File: config.mk
export PLATFORM = sky130hd
export DESIGN_NAME = swd_wake_seq
export DESIGN_NICKNAME = d
export VERILOG_FILES = /design/src/rtl/swd_wake_pkg.sv /design/src/rtl/swd_clk_gen.sv /design/src/rtl/swd_bit_src.sv /design/src/rtl/swd_rx_capture.sv /design/src/rtl/swd_wake_seq.sv
export SDC_FILE = /design/constraint.sdc
export NUM_CORES = 1
export LEC_CHECK = 0
export ABC_AREA = 1
export BUFFER_PORTS_ARGS = -buffer_cell sky130_fd_sc_hd__clkbuf_2
export CAP_MARGIN = 20
export CELL_PAD_IN_SITES_DETAIL_PLACEMENT = 0
export CELL_PAD_IN_SITES_GLOBAL_PLACEMENT = 2
export CORE_ASPECT_RATIO = 1.2
export CORE_MARGIN = 4
export CORE_UTILIZATION = 30
export CTS_CLUSTER_DIAMETER = 50
export CTS_CLUSTER_SIZE = 24
export DETAILED_ROUTE_END_ITERATION = 10
export GPL_ROUTABILITY_DRIVEN = 0
export MAX_ROUTING_LAYER = met4
export PLACE_DENSITY = 0.67
export SLEW_MARGIN = 25
export SYNTH_ARGS = -nofsm -noshare
export SYNTH_HDL_FRONTEND = slang
export SYNTH_SLANG_ARGS = --single-unit
File: constraint.sdc
create_clock -name clk -period 3.85 [get_ports clk]
set_input_delay 0.77 -clock clk [delete_from_list [all_inputs] [get_ports clk]]
set_output_delay 0.77 -clock clk [all_outputs]
set_load 0.005 [all_outputs]
File: src/rtl/swd_wake_pkg.sv
package swd_wake_pkg;

   // Script segments, in the order they appear on the line
   typedef enum logic [3:0] {
      SG_RST1, SG_SEL, SG_RST2, SG_IDLE, SG_REQ,
      SG_TRN1, SG_ACK, SG_DATA, SG_PAR, SG_TRN2
   } seg_e;

   localparam logic [15:0] SELECT_CODE = 16'hE79E;
   localparam logic [7:0]  ID_REQUEST  = 8'hA5;
   localparam int          ACK_W       = 3;
   localparam logic [ACK_W-1:0] ACK_GOOD = 3'b001;
   localparam int          WORD_W      = 32;

endpackage

File: src/rtl/swd_clk_gen.sv
module swd_clk_gen #(
   parameter int HALF_DIV = 2
) (
   input  logic clk,
   input  logic rst_n,
   input  logic run,
   output logic swclk,
   output logic fall_stb,
   output logic rise_stb
);

   logic edge_due;

   generate
      if (HALF_DIV < 1) begin : g_bad_div
         $error("swd_clk_gen: HALF_DIV must be at least 1");
      end

      if (HALF_DIV == 1) begin : g_direct
         assign edge_due = run;
      end else begin : g_count
         localparam int CW = $clog2(HALF_DIV);
         logic [CW-1:0] cnt;

         always_ff @(posedge clk or negedge rst_n) begin
            if (!rst_n)                            cnt <= '0;
            else if (!run)                         cnt <= '0;
            else if (cnt == CW'(HALF_DIV - 1))     cnt <= '0;
            else                                   cnt <= cnt + 1'b1;
         end

         assign edge_due = run && (cnt == CW'(HALF_DIV - 1));
      end
   endgenerate

   assign fall_stb = edge_due &&  swclk;
   assign rise_stb = edge_due && !swclk;

   always_ff @(posedge clk or negedge rst_n) begin
      if (!rst_n)        swclk <= 1'b1;
      else if (!run)     swclk <= 1'b1;
      else if (edge_due) swclk <= !swclk;
   end


   strobe_excl_chk: assert property (@(posedge clk) disable iff (!rst_n)
      !(fall_stb && rise_stb));


   rest_high_chk: assert property (@(posedge clk) disable iff (!rst_n)
      !run && !$past(run) |-> swclk);

endmodule

File: src/rtl/swd_bit_src.sv
module swd_bit_src
   import swd_wake_pkg::*;
#(
   parameter int IDX_W = 7
) (
   input  seg_e             seg,
   input  logic [IDX_W-1:0] idx,
   output logic             bit_o,
   output logic             oe_o
);

   always_comb begin
      bit_o = 1'b0;
      oe_o  = 1'b1;
      case (seg)
         SG_RST1, SG_RST2: bit_o = 1'b1;
         SG_SEL:           bit_o = SELECT_CODE[idx[3:0]];
         SG_IDLE:          bit_o = 1'b0;
         SG_REQ:           bit_o = ID_REQUEST[idx[2:0]];
         default: begin
            bit_o = 1'b0;
            oe_o  = 1'b0;
         end
      endcase
   end

endmodule

File: src/rtl/swd_rx_capture.sv
module swd_rx_capture #(
   parameter int DATA_W = 32,
   parameter int ACK_W  = 3
) (
   input  logic              clk,
   input  logic              rst_n,
   input  logic              clear,
   input  logic              take_ack,
   input  logic              take_data,
   input  logic              din,
   output logic [ACK_W-1:0]  ack_next,
   output logic [DATA_W-1:0] data_q,
   output logic              par_err
);

   logic [ACK_W-1:0] ack_q;

   assign ack_next = {din, ack_q[ACK_W-1:1]};
   assign par_err  = din ^ (^data_q);

   always_ff @(posedge clk or negedge rst_n) begin
      if (!rst_n) begin
         ack_q  <= '0;
         data_q <= '0;
      end else if (clear) begin
         ack_q  <= '0;
         data_q <= '0;
      end else begin
         if (take_ack)  ack_q  <= ack_next;
         if (take_data) data_q <= {din, data_q[DATA_W-1:1]};
      end
   end


   no_dual_take_chk: assert property (@(posedge clk) disable iff (!rst_n)
      !(take_ack && take_data));

endmodule

File: src/rtl/swd_wake_seq.sv
module swd_wake_seq
   import swd_wake_pkg::*;
#(
   parameter int HALF_DIV = 2,
   parameter int RST1_LEN = 66,
   parameter int RST2_LEN = 50,
   parameter int IDLE_LEN = 16
) (
   input  logic        clk,
   input  logic        rst_n,
   input  logic        start_i,
   input  logic        swdio_i,
   output logic        swclk_o,
   output logic        swdio_o,
   output logic        swdio_oe_o,
   output logic        busy_o,
   output logic        done_o,
   output logic        ok_o,
   output logic [31:0] idcode_o
);

   localparam int LONGEST = (RST1_LEN > RST2_LEN) ?
                            ((RST1_LEN > WORD_W) ? RST1_LEN : WORD_W) :
                            ((RST2_LEN > WORD_W) ? RST2_LEN : WORD_W);
   localparam int MAXLEN  = (LONGEST > IDLE_LEN) ? LONGEST : IDLE_LEN;
   localparam int IDX_W   = $clog2(MAXLEN + 1);

   generate
      if (RST1_LEN < 50 || RST2_LEN < 50) begin : g_bad_reset
         $error("swd_wake_seq: line reset runs need at least 50 ones");
      end
      if (IDLE_LEN < 2) begin : g_bad_idle
         $error("swd_wake_seq: idle run must be at least 2 bits");
      end
   endgenerate

   function automatic int seg_len(seg_e s);
      case (s)
         SG_RST1: return RST1_LEN;
         SG_SEL:  return 16;
         SG_RST2: return RST2_LEN;
         SG_IDLE: return IDLE_LEN;
         SG_REQ:  return 8;
         SG_ACK:  return ACK_W;
         SG_DATA: return WORD_W;
         default: return 1;
      endcase
   endfunction

   seg_e             seg, cur_seg;
   logic [IDX_W-1:0] idx, cur_idx;
   logic             fail;
   logic             fall_stb, rise_stb;
   logic             src_bit, src_oe;
   logic [ACK_W-1:0] ack_next;
   logic [WORD_W-1:0] rx_word;
   logic             par_err;
   logic             start_acc, seg_last, finishing, ack_bad;
   seg_e             seg_after;

   assign start_acc = start_i && !busy_o;
   assign seg_last  = (idx == IDX_W'(seg_len(seg) - 1));
   assign seg_after = (seg == SG_TRN2) ? SG_RST1 : seg_e'(seg + 4'd1);
   assign finishing = busy_o && rise_stb && (cur_seg == SG_TRN2);
   assign ack_bad   = (cur_seg == SG_ACK) && (cur_idx == IDX_W'(ACK_W - 1)) &&
                      (ack_next != ACK_GOOD);

   swd_clk_gen #(.HALF_DIV(HALF_DIV)) u_clk (
      .clk      (clk),
      .rst_n    (rst_n),
      .run      (busy_o),
      .swclk    (swclk_o),
      .fall_stb (fall_stb),
      .rise_stb (rise_stb)
   );

   swd_bit_src #(.IDX_W(IDX_W)) u_src (
      .seg   (seg),
      .idx   (idx),
      .bit_o (src_bit),
      .oe_o  (src_oe)
   );

   swd_rx_capture #(.DATA_W(WORD_W), .ACK_W(ACK_W)) u_rx (
      .clk       (clk),
      .rst_n     (rst_n),
      .clear     (start_acc),
      .take_ack  (busy_o && rise_stb && cur_seg == SG_ACK),
      .take_data (busy_o && rise_stb && cur_seg == SG_DATA),
      .din       (swdio_i),
      .ack_next  (ack_next),
      .data_q    (rx_word),
      .par_err   (par_err)
   );

   always_ff @(posedge clk or negedge rst_n) begin
      if (!rst_n) begin
         busy_o     <= 1'b0;
         done_o     <= 1'b0;
         ok_o       <= 1'b0;
         idcode_o   <= '0;
         fail       <= 1'b0;
         seg        <= SG_RST1;
         idx        <= '0;
         cur_seg    <= SG_TRN2;
         cur_idx    <= '0;
         swdio_o    <= 1'b0;
         swdio_oe_o <= 1'b0;
      end else begin
         done_o <= 1'b0;
         if (start_acc) begin
            busy_o   <= 1'b1;
            seg      <= SG_RST1;
            idx      <= '0;
            ok_o     <= 1'b0;
            idcode_o <= '0;
            fail     <= 1'b0;
         end else if (busy_o) begin
            if (fall_stb) begin
               swdio_o    <= src_bit;
               swdio_oe_o <= src_oe;
               cur_seg    <= seg;
               cur_idx    <= idx;
               if (seg_last) begin
                  seg <= seg_after;
                  idx <= '0;
               end else begin
                  idx <= idx + 1'b1;
               end
            end
            if (rise_stb) begin
               if (ack_bad) begin
                  fail <= 1'b1;
                  seg  <= SG_TRN2;
                  idx  <= '0;
               end
               if (cur_seg == SG_PAR && par_err) fail <= 1'b1;
               if (finishing) begin
                  busy_o     <= 1'b0;
                  done_o     <= 1'b1;
                  ok_o       <= !fail;
                  idcode_o   <= fail ? '0 : rx_word;
                  swdio_o    <= 1'b0;
                  swdio_oe_o <= 1'b0;
               end
            end
         end
      end
   end


   drive_on_fall_chk: assert property (@(posedge clk) disable iff (!rst_n)
      swclk_o && $past(swclk_o) |-> $stable(swdio_o) && $stable(swdio_oe_o));


   rx_release_chk: assert property (@(posedge clk) disable iff (!rst_n)
      busy_o && (cur_seg == SG_ACK || cur_seg == SG_DATA || cur_seg == SG_PAR)
      |-> !swdio_oe_o);


   done_pulse_chk: assert property (@(posedge clk) disable iff (!rst_n)
      done_o |=> !done_o);


   done_idle_chk: assert property (@(posedge clk) disable iff (!rst_n)
      done_o |-> !busy_o);


   fail_zero_chk: assert property (@(posedge clk) disable iff (!rst_n)
      done_o && !ok_o |-> idcode_o == '0);


   result_hold_chk: assert property (@(posedge clk) disable iff (!rst_n)
      !busy_o && !start_i |=> $stable(ok_o) && $stable(idcode_o));


   busy_keep_chk: assert property (@(posedge clk) disable iff (!rst_n)
      busy_o && !finishing |=> busy_o);

endmodule

Word-level counts from Yosys, hierarchy flattened
Memory sizes are Yosys's and may differ from the RTL's. Index checks and enable logic that the tools add are counted.

Reductions and logical operators: 29. Equal/unequal tests: 15. Muxes and demuxes: 54. Add/sub/neg operators: 4. Bitwise operators: 2. Magnitude comparators: 2.

Operators by type and width (count): 32-bit 2-to-1 mux (7); 7-bit 2-to-1 mux (6); 7-bit case mux with 6 select lines (1); 32-bit parity (1); 1-bit 2-to-1 mux (30); 4-bit 2-to-1 mux (7); 4-bit by 3-bit equality test with 1-bit output (second input constant) (5); 4-bit equality test (second input constant) (3); 1-bit logical AND (11); 2-bit nonzero test (5); 3-bit AND reduction (3); 4-bit by 2-bit equality test with 1-bit output (second input constant) (2); 7-bit by 1-bit adder with 7-bit output (second input constant) (1); 7-bit by 2-bit equality test with 1-bit output (second input constant) (1); 7-bit equality test (1); 7-bit by 2-bit subtractor with 7-bit output (second input constant) (1); 3-bit 2-to-1 mux (2); 4-bit by 5-bit < comparator with 1-bit output (second input constant) (1); 5-bit OR reduction (1); 4-bit by 1-bit adder with 4-bit output (second input constant) (1); 4-bit by 1-bit equality test with 1-bit output (second input constant) (1); 4-bit zero test (1); 3-bit by 4-bit < comparator with 1-bit output (second input constant) (1); 2-bit OR reduction (2); 9 further kinds (11).

Output and inout bits: 38. Memories kept: 2. ROM bits: 24. Register bits after elaboration: 97. Input bits: 4. Logic and storage cells: 123.

Memory list: (name not given) (depth 16, bits a word 1, rd ports 1, clocked after memory_dff 0, wr ports 0, RTL line swd_bit_src.sv:17) `SG_SEL: bit_o = SELECT_CODE[idx[3:0]];`; (name not given) (depth 8, bits a word 1, rd ports 1, clocked after memory_dff 0, wr ports 0, RTL line swd_bit_src.sv:19) `SG_REQ: bit_o = ID_REQUEST[idx[2:0]];`.

Longest topological paths before layout
Gate-level depths: netlist (run 1).

Depth after elaboration: 11. Gate-level depth with buffers: 22.

By module
A second synthesis (run 1) with hierarchy kept.

Cell total of the unflattened synthesis: 662. Area, all modules: 5077.4 sq um.

By module, submodules not included: swd_wake_seq (seq. area each 1503.9 sq um, area an instance 3001.6 sq um, instances 1, cells each 373); swd_rx_capture (seq. area each 850.8 sq um, area an instance 1838.0 sq um, instances 1, cells each 251); swd_bit_src (seq. area each 0.0 sq um, area an instance 147.6 sq um, instances 1, cells each 26); swd_clk_gen (seq. area each 51.3 sq um, area an instance 90.1 sq um, instances 1, cells each 12).

Worst setup path after synthesis (run 1)
OpenSTA, ideal clock, no wires.

Path kind: flip-flop to flip-flop. Start point: register seg[2]. End point: register seg[0]. Required time: 3.737 ns. Slack: 1.782 ns. Stages on the path, launching flop included: 16. Arrival time: 1.955 ns. Buffers on the path: 0. Path through: dfrtp_1 -> nor2_2 -> nand2_1 -> nand3_1 -> inv_1 -> ha_1 -> xor2_1 -> nand4_1 -> nor2_2 -> nand2_2 -> nor2_8 -> nand2_4 -> nand2_1 -> nand3_1 -> nand2_1 -> inv_1.

Cells in the longest elaborated chain, start to end: 11.

Ends and longest elaborated chain: from (decl) (RTL line swd_wake_seq.sv:50) `seg_e seg, cur_seg;`; from (signal assigned) (RTL line swd_wake_seq.sv:125) `seg <= seg_after;`; 4-bit by 2-bit equality test with 1-bit output or 4-bit by 1-bit equality test with 1-bit output (tied branches) (RTL line swd_wake_seq.sv:38) `case (s)`; 2-bit OR reduction (no line); 7-bit case mux with 6 select lines (RTL line swd_wake_seq.sv:38); 7-bit by 2-bit subtractor with 7-bit output (RTL line swd_wake_seq.sv:62) `assign seg_last = (idx == IDX_W'(seg_len(seg) - 1));`; 7-bit equality test (RTL line swd_wake_seq.sv:62); 4-bit 2-to-1 mux (*) (RTL line swd_wake_seq.sv:124) `if (seg_last) begin`; 4-bit 2-to-1 mux (*) (RTL line swd_wake_seq.sv:119) `if (fall_stb) begin`; 4-bit 2-to-1 mux (RTL line swd_wake_seq.sv:132) `if (ack_bad) begin`; 4-bit 2-to-1 mux (*) (RTL line swd_wake_seq.sv:131) `if (rise_stb) begin`; 4-bit 2-to-1 mux (*) (RTL line swd_wake_seq.sv:118) `end else if (busy_o) begin`; 4-bit 2-to-1 mux (*) (RTL line swd_wake_seq.sv:111) `if (start_acc) begin`.

Every way passes the cells marked *; elsewhere a longest branch is shown, timed or not. The select of a mux whose other input is x is not followed. A chain may end at the register's enable or synchronous reset.

Worst setup path after layout (run 1)
Start point: register seg[1]. End point: register idx[1].

Cells in the longest elaborated chain, start to end: 11.

Ends and longest elaborated chain: 4-bit by 2-bit equality test with 1-bit output or 4-bit by 1-bit equality test with 1-bit output (tied branches) (RTL line swd_wake_seq.sv:38); 2-bit OR reduction (no line); 7-bit case mux with 6 select lines (*) (RTL line swd_wake_seq.sv:38); 7-bit by 2-bit subtractor with 7-bit output (*) (RTL line swd_wake_seq.sv:62); 7-bit equality test (*) (RTL line swd_wake_seq.sv:62); 7-bit 2-to-1 mux (*) (RTL line swd_wake_seq.sv:124); 7-bit 2-to-1 mux (*) (RTL line swd_wake_seq.sv:119); 7-bit 2-to-1 mux (RTL line swd_wake_seq.sv:132); 7-bit 2-to-1 mux (*) (RTL line swd_wake_seq.sv:131); 7-bit 2-to-1 mux (*) (RTL line swd_wake_seq.sv:118); 7-bit 2-to-1 mux (*) (RTL line swd_wake_seq.sv:111); to (signal assigned) (RTL line swd_wake_seq.sv:128) `idx <= idx + 1'b1;`; to (decl) (RTL line swd_wake_seq.sv:51) `logic [IDX_W-1:0] idx, cur_idx;`.

Marks and branches as above.

==> results of run 1 <==
-- cells in the final DEF, fill, tap and decap left out, types with 7 or more instances in the layout --
cell type  Yosys  layout
o21ai_1       41      41
inv_1         62      62
o21ai_0       41      41
nand2_1      188     187
nand2_2        8       9
nand3_1       87      87
inv_2         12      12
xnor2_1       10      10
nor2_1        22      22
dfrtp_1       93      93
clkbuf_16      0       9
xor2_1        14      14
nor2_2         7       7
clkbuf_2       0      40
-- worst max-delay path, delay by kind of cell, from the launching register on --
| kind | cells | cell delay [ns] |
|---|---|---|
| flops | 1 | 0.53 |
| buf+inv | 3 | 0.21 |
| compound gates | 1 | 0.09 |
| simple gates | 13 | 1.26 |
| fa+ha+maj | 1 | 0.22 |
-- metrics by stage --
step | hold WS [ns] | instance area (um^2) | util (%) | std cells | total power, mW
after CTS | 0.496 | 5790 | 34.5 | 906 | 5.48
final | 0.493 | 5790 | 34.5 | 906 | 5.38
after detailed placement | 0.478 | 5480 | 32.6 | 890 | 4.49
after global routing | 0.527 | 5790 | 34.5 | 906 | 5.97
after global placement | 0.472 | 5480 | 32.6 | 890 | 4.46
after floorplan | 0.450 | 5110 | - | 655 | 3.79
-- sequential cells by signal, summed over array words and instances (netlist names), 2 cells and up --
register,cells
seg,4
u_rx.data_q,32
idcode_o,32
u_rx.ack_q,2
cur_seg,4
idx,7
cur_idx,7
-- cell usage after synthesis, types with 2 or more instances --
cell type	number	area, um^2
ha_1	3	37.5
nand2_2	8	50.1
nor2_2	7	43.8
inv_1	62	233
nand2_1	188	706
nand3_1	87	435
buf_1	3	11.3
o21ai_1	41	205
dfstp_2	3	78.8
nand4_1	4	25.0
xor2_1	14	123
dfrtp_1	93	2330
nor2_1	22	82.6
nand3_2	2	20.0
inv_2	12	45.0
o22ai_1	6	37.5
o21ai_0	41	205
xnor2_1	10	87.6
nor3_1	3	15.0
nor4_1	2	12.5
a21oi_1	4	20.0
clkbuf_1	8	30.0
buf_6	5	56.3
o31ai_1	2	15.0
buf_2	10	50.1
-- final cells by class --
class / instances / share of cell area, %
clock buffer: 11 / 4.36
sequential: 96 / 41.5
inverter: 74 / 4.79
multi-input combinational: 459 / 39.5
tap: 216 / 4.66
timing repair buffer: 45 / 4.10
clock inverter: 5 / 1.06
-- metal layers --
metal  GRT usage [%]  part of all wire (%)
met3            2.05                   3.0
met4            4.61                  0.31
met5               -                     0
met2            24.2                    49
met1            19.0                    48
-- cells by family (layout without fill, tap and decap cells) --
family	after synthesis	after routing	share of synthesized area, %
AND/OR/NAND/NOR	331	331	29.2
AO/OA/AOI/OAI	101	101	10.6
buffers and inverters	100	135	8.32
flip-flops	96	96	47.1
XOR/XNOR	24	24	4.11
adder cells (fa/ha/maj)	3	3	0.734
-- power groups by stage --
stage	Clock, mW	Sequential, mW	Combinational [mW]
after floorplan	0	1.80	2.00
after global placement	0	1.91	2.56
after detailed placement	0	1.92	2.57
after CTS	0.994	1.90	2.59
after global routing	1.03	1.97	2.97
final	0.951	1.89	2.54
-- how the worst max path moves through the flow --
stage,slack [ns],depth (start not counted),from,to
6_report,1.40,18,seg[1],idx[1]
5_1_grt,1.14,19,seg[2],seg[0]
4_1_cts,1.39,18,seg[1],idx[1]
3_5_place_dp,1.40,18,seg[1],idx[1]
3_3_place_gp,1.39,20,seg[1],seg[0]
2_1_floorplan,1.78,15,seg[2],seg[0]
==> flow_metrics.py, run 1 <==
metrics = {
    "clock_network": {
        "holdBufCountCts": 0,
        "numCtsBuffers": 9,
        "post_cts_resize_count": 0,
        "cts_buffer_depth": 2,
        "post_cts_buffers": 0,
        "clock-sinks": 96,
        "clk_pin_slew_ns": 0.07,
        "insertion_delay_ns": 0.34,
        "cts_root_buffer": "clkbuf_16",
        "cts_tree": "yes",
        "cts-htree-levels": 3,
    },
    "grt": {
        "overflow": 0,
        "grt_max_degree": 68,
        "grt_pass1_vias": 4355,
        "grt_pass1_wl_um": 22100,
        "antenna_found_initial": 0,
        "grt_usage_pct": 14.7,
    },
    "critical_path": {
        "r2r_end": "idx[1]",
        "r2r_slack_ns": 1.40,
        "path_cells": "inv_2, nor2_2, nand2_2, nand3_1, inv_1, ha_1, inv_1, nand2_1, nand2_1, nand2_1, nand2_1, nand2_1, nor2_2, nand2_2, nor2_8, nand2_4, nand2_2, o22ai_1",
        "rr_startpoint": "seg[1]",
        "crit_type": "reg -> reg",
        "r2r_cells": 18,
        "arrival_ns": 2.67,
        "cpMostUsedCell": "nand2_1",
        "cp-end-kind": "register",
        "cp.required_ns": 4.07,
        "max_stage_delay_ns": 0.53,
        "crit_fanout": 8,
        "cp-start-kind": "register",
        "cp_slowest_cell": "dfrtp_1",
    },
    "synth": {
        "synth_cell_types": 40,
        "ys_seq_elements": 96,
        "ys_seq_area_share_pct": 47.1,
        "ys_warn_count": 0,
        "synthesis.area_um2": 5110,
        "synth_edf_count": 0,
        "avgSynthCellArea_um2": 7.80,
        "synthCells": 655,
        "synth_nets": 662,
        "ys.flop_type": "dfrtp_1",
        "async_flop_share_pct": 100,
    },
    "floorplanning": {
        "fp.dieW_um": 127,
        "ios": 42,
        "num_rows": 52,
        "die-area_um2": 19200,
        "core_um2": 16800,
        "die_height_um": 151,
        "initial_utilization_pct": 30.4,
    },
    "sta": {
        "relSlewSlack_pct": 46.3,
        "fmax_mhz": 408,
        "fin_ws_ns": 1.40,
        "setup-tns-final_ns": 0,
        "period_share_pct": 63.7,
        "slew_violations": 0,
        "skew_ns": 0.00869,
        "period_minus_slack_ns": 2.45,
        "hold_violations": 0,
        "worst-slew-pin-transition_ns": 0.803,
        "setup_viol": 0,
        "rsz0062_at_grt": "false",
    },
    "placed_design": {
        "hpwl_um": 8850,
        "place_ws_ns": 1.40,
        "io_buffers": 41,
    },
    "hold_path": {
        "hold_path_depth": 2,
        "hold_class": "reg -> reg",
        "hold_start": "cur_idx[1]",
        "hold_end": "cur_idx[1]",
    },
    "power_and_ir_drop": {
        "power_leakage_nw": 2.94,
        "ir_drop_mv": 0.313,
        "power_switching_mw": 2.42,
        "p_int_mw": 2.96,
        "p_seq_share_pct": 35.2,
        "clkPwrFrac_pct": 17.7,
        "powerDensity_nw_per_um2": 929,
        "swShare_pct": 45.0,
        "comb_power_share_pct": 47.1,
    },
    "route": {
        "drt_iter0_drc": 197,
        "via_per_inst": 4.73,
        "drc": 0,
        "vias": 4281,
        "antenna_left": 0,
        "first_pass_iters": 4,
        "post_drt_wl_per_cell_um": 14.1,
        "routed_wl_um": 12800,
    },
    "finish": {
        "seq_area_um2": 2410,
        "syn_to_final_growth_pct": 13.4,
        "multi_input_area_um2": 2290,
        "antennaDiodeCount": 0,
        "drive_gt1_share_pct": 14.8,
        "finalNetCount": 692,
        "final.fill_count": 1783,
    },
    "outcome": {
        "outcome": "finished clean",
    },
    "run": {
        "maxCapViolations": 0,
    },
}
Note: power is estimated with default switching activity, not from simulation.
==> run 2, diff against run 1 <==
Clock period 3.85 ns to 2.3 ns, I/O delays scaled along.
==> flow_metrics.py, run 2 (same netlist as run 1, synthesis figures left out) <==
metrics = {
    "clock_network": {
        "cts-htree-levels": 3,
        "insertion_delay_ns": 0.35,
        "clk_pin_slew_ns": 0.07,
        "cts_tree": "yes",
        "clock-sinks": 96,
        "numCtsBuffers": 9,
        "cts_buffer_depth": 2,
        "cts_root_buffer": "clkbuf_16",
        "holdBufCountCts": 0,
    },
    "placed_design": {
        "hpwl_um": 9310,
        "io_buffers": 41,
        "place_ws_ns": 0.0143,
    },
    "critical_path": {
        "cp-start-kind": "register",
        "critPathBufInv": 2,
        "cp.required_ns": 2.53,
        "cp-end-kind": "register",
        "max_stage_delay_ns": 0.47,
        "r2r_cells": 15,
        "cp_slowest_cell": "dfrtp_2",
        "crit_fanout": 8,
        "crit_family": "simple AND/OR/NAND/NOR gates",
        "crit_type": "reg -> reg",
        "cp_num_cells": 15,
        "path_cells": "inv_2, nand2_2, nand2_1, nand2_2, nand3_2, inv_2, ha_4, xor2_1, nand4_1, nor2_2, nand2_2, nor2_8, nand2_4, nand2_4, o22ai_1",
        "arrival_ns": 2.50,
        "cpMostUsedCell": "nand2_2",
    },
    "sta": {
        "period_minus_slack_ns": 2.27,
        "rsz0062_at_grt": "true",
        "setup_viol": 0,
        "relSlewSlack_pct": 48.9,
        "skew_ns": 0.00794,
        "fmax_mhz": 441,
        "hold_violations": 0,
        "worst-slew-pin-transition_ns": 0.767,
        "fin_ws_ns": 0.0302,
        "slew_violations": 0,
        "period_share_pct": 98.7,
    },
    "grt": {
        "grt_pass1_wl_um": 22600,
        "antenna_found_initial": 0,
        "overflow": 0,
        "grt_pass1_vias": 4301,
        "grt_max_degree": 68,
        "grt_usage_pct": 15.2,
    },
    "finish": {
        "drive_gt1_share_pct": 19.3,
        "syn_to_final_growth_pct": 18.3,
        "antennaDiodeCount": 0,
        "final.fill_count": 1788,
        "finalNetCount": 712,
        "final_common_cell": "nand2_1",
        "final_cell_mix": "nand2_1 (182), dfrtp_1 (89), nand3_1 (85)",
        "top_regs": "idcode_o x32, u_rx.data_q x32",
    },
    "route": {
        "post_drt_wl_per_cell_um": 14.5,
        "via_per_inst": 4.75,
        "antenna_left": 0,
        "vias": 4401,
        "first_pass_iters": 5,
        "routed_wl_um": 13400,
        "drt_iter0_drc": 321,
        "drc": 0,
    },
    "floorplanning": {
        "die_height_um": 151,
        "ios": 42,
        "num_rows": 52,
        "core_um2": 16800,
        "initial_utilization_pct": 30.4,
        "fp.dieW_um": 127,
        "die-area_um2": 19200,
    },
    "run": {
        "maxCapViolations": 0,
    },
    "outcome": {
        "outcome": "finished clean",
    },
    "power_and_ir_drop": {
        "ir_drop_mv": 0.665,
        "powerDensity_nw_per_um2": 1560,
        "power_leakage_nw": 3.05,
        "p_total_mw": 9.45,
    },
    "hold_path": {
        "hold_class": "in -> async",
    },
}
run 2: cell count changes in the layout (fill, tap and decap cells not counted), moves of 4 or more:
| cell | before | now |
|---|---|---|
| buf_4 | 5 | 23 |
| dfrtp_1 | 93 | 89 |
| dfrtp_2 | 0 | 4 |
| nand2_1 | 187 | 182 |
| nand2_2 | 9 | 13 |
run 2: per-layer routing:
metal	wire length [um]	track usage [%]	vias up
met5	0	-	-
met4	323	5.79	0
met3	495	2.08	22
met2	6300	24.3	93
met1	6300	19.8	2056
li1	-	-	2230
run 2: worst register-to-register path, cell delays in order (launching register included):
cell	delay, ns
dfrtp_2	0.47
inv_2	0.11
nand2_2	0.06
nand2_1	0.08
nand2_2	0.06
nand3_2	0.08
inv_2	0.05
ha_4	0.25
xor2_1	0.14
nand4_1	0.12
nor2_2	0.14
nand2_2	0.10
nor2_8	0.20
nand2_4	0.09
nand2_4	0.12
o22ai_1	0.08
run 2: cell type report:
cell class / instances / area [um^2] / share of cell area [%]
sequential: 96 / 2410 / 39.9
multi-input combinational: 459 / 2350 / 38.9
tap: 216 / 270 / 4.47
clock buffer: 9 / 225 / 3.73
clock inverter: 7 / 95.1 / 1.57
inverter: 74 / 280 / 4.64
timing repair buffer: 65 / 413 / 6.83
run 2: what timing repair did:
| action | CTS | global route |
|---|---|---|
| setup endpoints to repair | 0 | 11 |
| setup buffers | 0 | 7 |
| endpoints found under the hold margin | 0 | 0 |
| gates resized for setup | 0 | 21 |
run 2: worst paths after layout:
kind | start | end | slack (ns)
setup / recovery | seg[1] | idx[0] | 0.03
hold / removal | rst_n | u_rx.data_q[4] | 0.005
setup reg to reg | seg[1] | idx[0] | 0.03
hold reg to reg | cur_idx[5] | cur_idx[5] | 0.50
max in group asynchronous | rst_n | seg[0] | 1.69
min in group clk | swdio_i | fail | 0.38
run 2: metrics by stage:
| stage | hold WS [ns] | instance area [um^2] | util (%) | std cells | setup TNS [ns] |
|---|---|---|---|---|---|
| 6_report | 0.00496 | 6050 | 36.0 | 926 | 0 |
| 3_5_place_dp | 0.393 | 5600 | 33.4 | 903 | 0 |
| 3_3_place_gp | 0.393 | 5600 | 33.4 | 903 | 0 |
| 4_1_cts | 0.0105 | 5920 | 35.3 | 919 | 0 |
| 5_1_grt | 0.0220 | 6050 | 36.0 | 926 | -1.16 |
| 2_1_floorplan | 0.164 | 5110 | - | 655 | 0 |
run 2: power by group:
group | switching (mW) | internal (mW) | total, mW
Clock | 0.696 | 0.956 | 1.65
Combinational | 2.75 | 1.87 | 4.62
Sequential | 0.733 | 2.45 | 3.18
Total | 4.18 | 5.27 | 9.45
==> run 3, diff against run 2 <==
Settings changed: CELL_PAD_IN_SITES_DETAIL_PLACEMENT 0 to unset, CELL_PAD_IN_SITES_GLOBAL_PLACEMENT 2 to unset, PLACE_DENSITY 0.67 to 0.44.
==> flow_metrics.py, run 3 (same netlist as run 1, synthesis figures left out) <==
metrics = {
    "finish": {
        "syn_to_final_growth_pct": 17.4,
        "final_util_pct": 35.8,
        "drive_gt1_share_pct": 18.8,
        "antennaDiodeCount": 0,
        "fin_area_um2": 6000,
        "final_common_cell": "nand2_1",
        "final.fill_count": 1727,
        "final_cell_mix": "nand2_1 (185), dfrtp_1 (89), nand3_1 (86)",
        "fin_cells": 925,
        "finalNetCount": 711,
        "top_regs": "idcode_o x32, u_rx.data_q x32",
    },
    "sta": {
        "skew_ns": 0.00863,
        "setup-tns-final_ns": 0,
        "fmax_mhz": 449,
        "slew_violations": 0,
        "rsz0062_at_grt": "true",
        "hold_violations": 0,
        "relSlewSlack_pct": 48.9,
        "period_minus_slack_ns": 2.22,
        "period_share_pct": 96.7,
        "holdWs_ns": 0.122,
        "setup_viol": 0,
        "worst-slew-pin-transition_ns": 0.766,
        "fin_ws_ns": 0.0753,
    },
    "floorplanning": {
        "ios": 42,
        "initial_utilization_pct": 30.4,
        "die_height_um": 151,
        "core_um2": 16800,
        "num_rows": 52,
        "die-area_um2": 19200,
        "fp.dieW_um": 127,
    },
    "grt": {
        "grt_use_met2_pct": 24.7,
        "grt_pass1_vias": 4316,
        "grt_pass1_wl_um": 21400,
        "grt_usage_pct": 14.2,
        "use_met3_pct": 2.68,
        "overflow": 0,
        "antenna_found_initial": 0,
        "busiest_layer": "met2",
        "gr-usage-met1_pct": 17.2,
        "grt_max_degree": 68,
    },
    "critical_path": {
        "cp.required_ns": 2.52,
        "crit_family": "simple AND/OR/NAND/NOR gates",
        "r2r_cells": 15,
        "crit_fanout": 8,
        "critPathBufInv": 2,
        "cp-start-kind": "register",
        "cp_num_cells": 15,
        "cp-endpoint": "idx[5]",
        "cp-end-kind": "register",
        "cp_slowest_cell": "dfrtp_2",
        "crit_type": "reg -> reg",
        "max_stage_delay_ns": 0.47,
        "cpMostUsedCell": "nand2_2",
        "crit_start": "seg[1]",
        "path_cells": "inv_4, nand2_4, nand2_2, nand2_2, nand3_2, inv_2, ha_4, xor2_2, nand4_1, nor2_2, nand2_2, nor2_8, nand2_4, nand2_2, o22ai_1",
        "r2r_slack_ns": 0.08,
        "r2r_end": "idx[5]",
        "arrival_ns": 2.45,
        "rr_startpoint": "seg[1]",
    },
    "route": {
        "routed_wl_um": 13100,
        "drt_iter0_drc": 221,
        "drc": 0,
        "via_per_inst": 4.78,
        "vias": 4421,
        "post_drt_wl_per_cell_um": 14.1,
        "antenna_left": 0,
        "first_pass_iters": 4,
    },
    "power_and_ir_drop": {
        "p_seq_share_pct": 34.5,
        "ir_drop_mv": 0.594,
        "clkPwrFrac_pct": 15.3,
        "swShare_pct": 45.3,
        "p_int_mw": 5.06,
        "power_leakage_nw": 3.05,
        "powerDensity_nw_per_um2": 1540,
        "p_total_mw": 9.24,
        "comb_power_share_pct": 50.2,
        "power_switching_mw": 4.18,
    },
    "clock_network": {
        "holdBufCountCts": 0,
        "cts-htree-levels": 3,
        "cts_tree": "yes",
        "clock-sinks": 96,
        "cts_root_buffer": "clkbuf_16",
        "insertion_delay_ns": 0.34,
        "numCtsBuffers": 9,
        "cts_buffer_depth": 2,
        "clk_pin_slew_ns": 0.07,
    },
    "placed_design": {
        "io_buffers": 41,
        "placed_cell_area_um2": 5590,
        "place_ws_ns": 0.0484,
        "dpl.cell_count": 901,
        "hpwl_um": 8950,
    },
    "hold_path": {
        "hold_class": "in -> async",
    },
    "run": {
        "maxCapViolations": 0,
    },
    "outcome": {
        "outcome": "finished clean",
    },
}
run 3: cell type report:
| type | count | area [um^2] | area share, % |
|---|---|---|---|
| Tap cell | 216 | 270 | 4.50 |
| Multi-Input combinational cell | 459 | 2350 | 39.2 |
| Timing Repair Buffer | 64 | 405 | 6.75 |
| Sequential cell | 96 | 2410 | 40.2 |
| Clock buffer | 10 | 239 | 3.98 |
| Clock inverter | 6 | 35.0 | 0.584 |
| Inverter | 74 | 288 | 4.79 |
run 3: timing repair:
item | CTS | global route
resized for setup | 0 | 23
buffers inserted | 0 | 8
setup endpoints to repair | 0 | 11
run 3: worst min path at each step:
stage	to	cells after the start
global route	u_rx.data_q[22]	1
global placement	cur_idx[4]	2
floorplan	busy_o	0
CTS	u_rx.data_q[22]	1
detailed placement	cur_idx[1]	2
finish	u_rx.data_q[22]	1
run 3: layer usage:
layer | vias up | part of all wire (%)
li1 | 2213 | -
met1 | 2123 | 45
met2 | 78 | 50
met3 | 7 | 4.0
met4 | 0 | 0.88
met5 | - | 0
run 3: power by group through the flow:
| stage | clock, mW | combinational [mW] | sequential [mW] |
|---|---|---|---|
| 5_1_grt | 1.54 | 5.35 | 3.29 |
| 3_5_place_dp | 0 | 4.45 | 3.18 |
| 6_report | 1.41 | 4.64 | 3.19 |
| 2_1_floorplan | 0 | 3.34 | 3.01 |
| 3_3_place_gp | 0 | 4.40 | 3.16 |
| 4_1_cts | 1.47 | 4.48 | 3.15 |
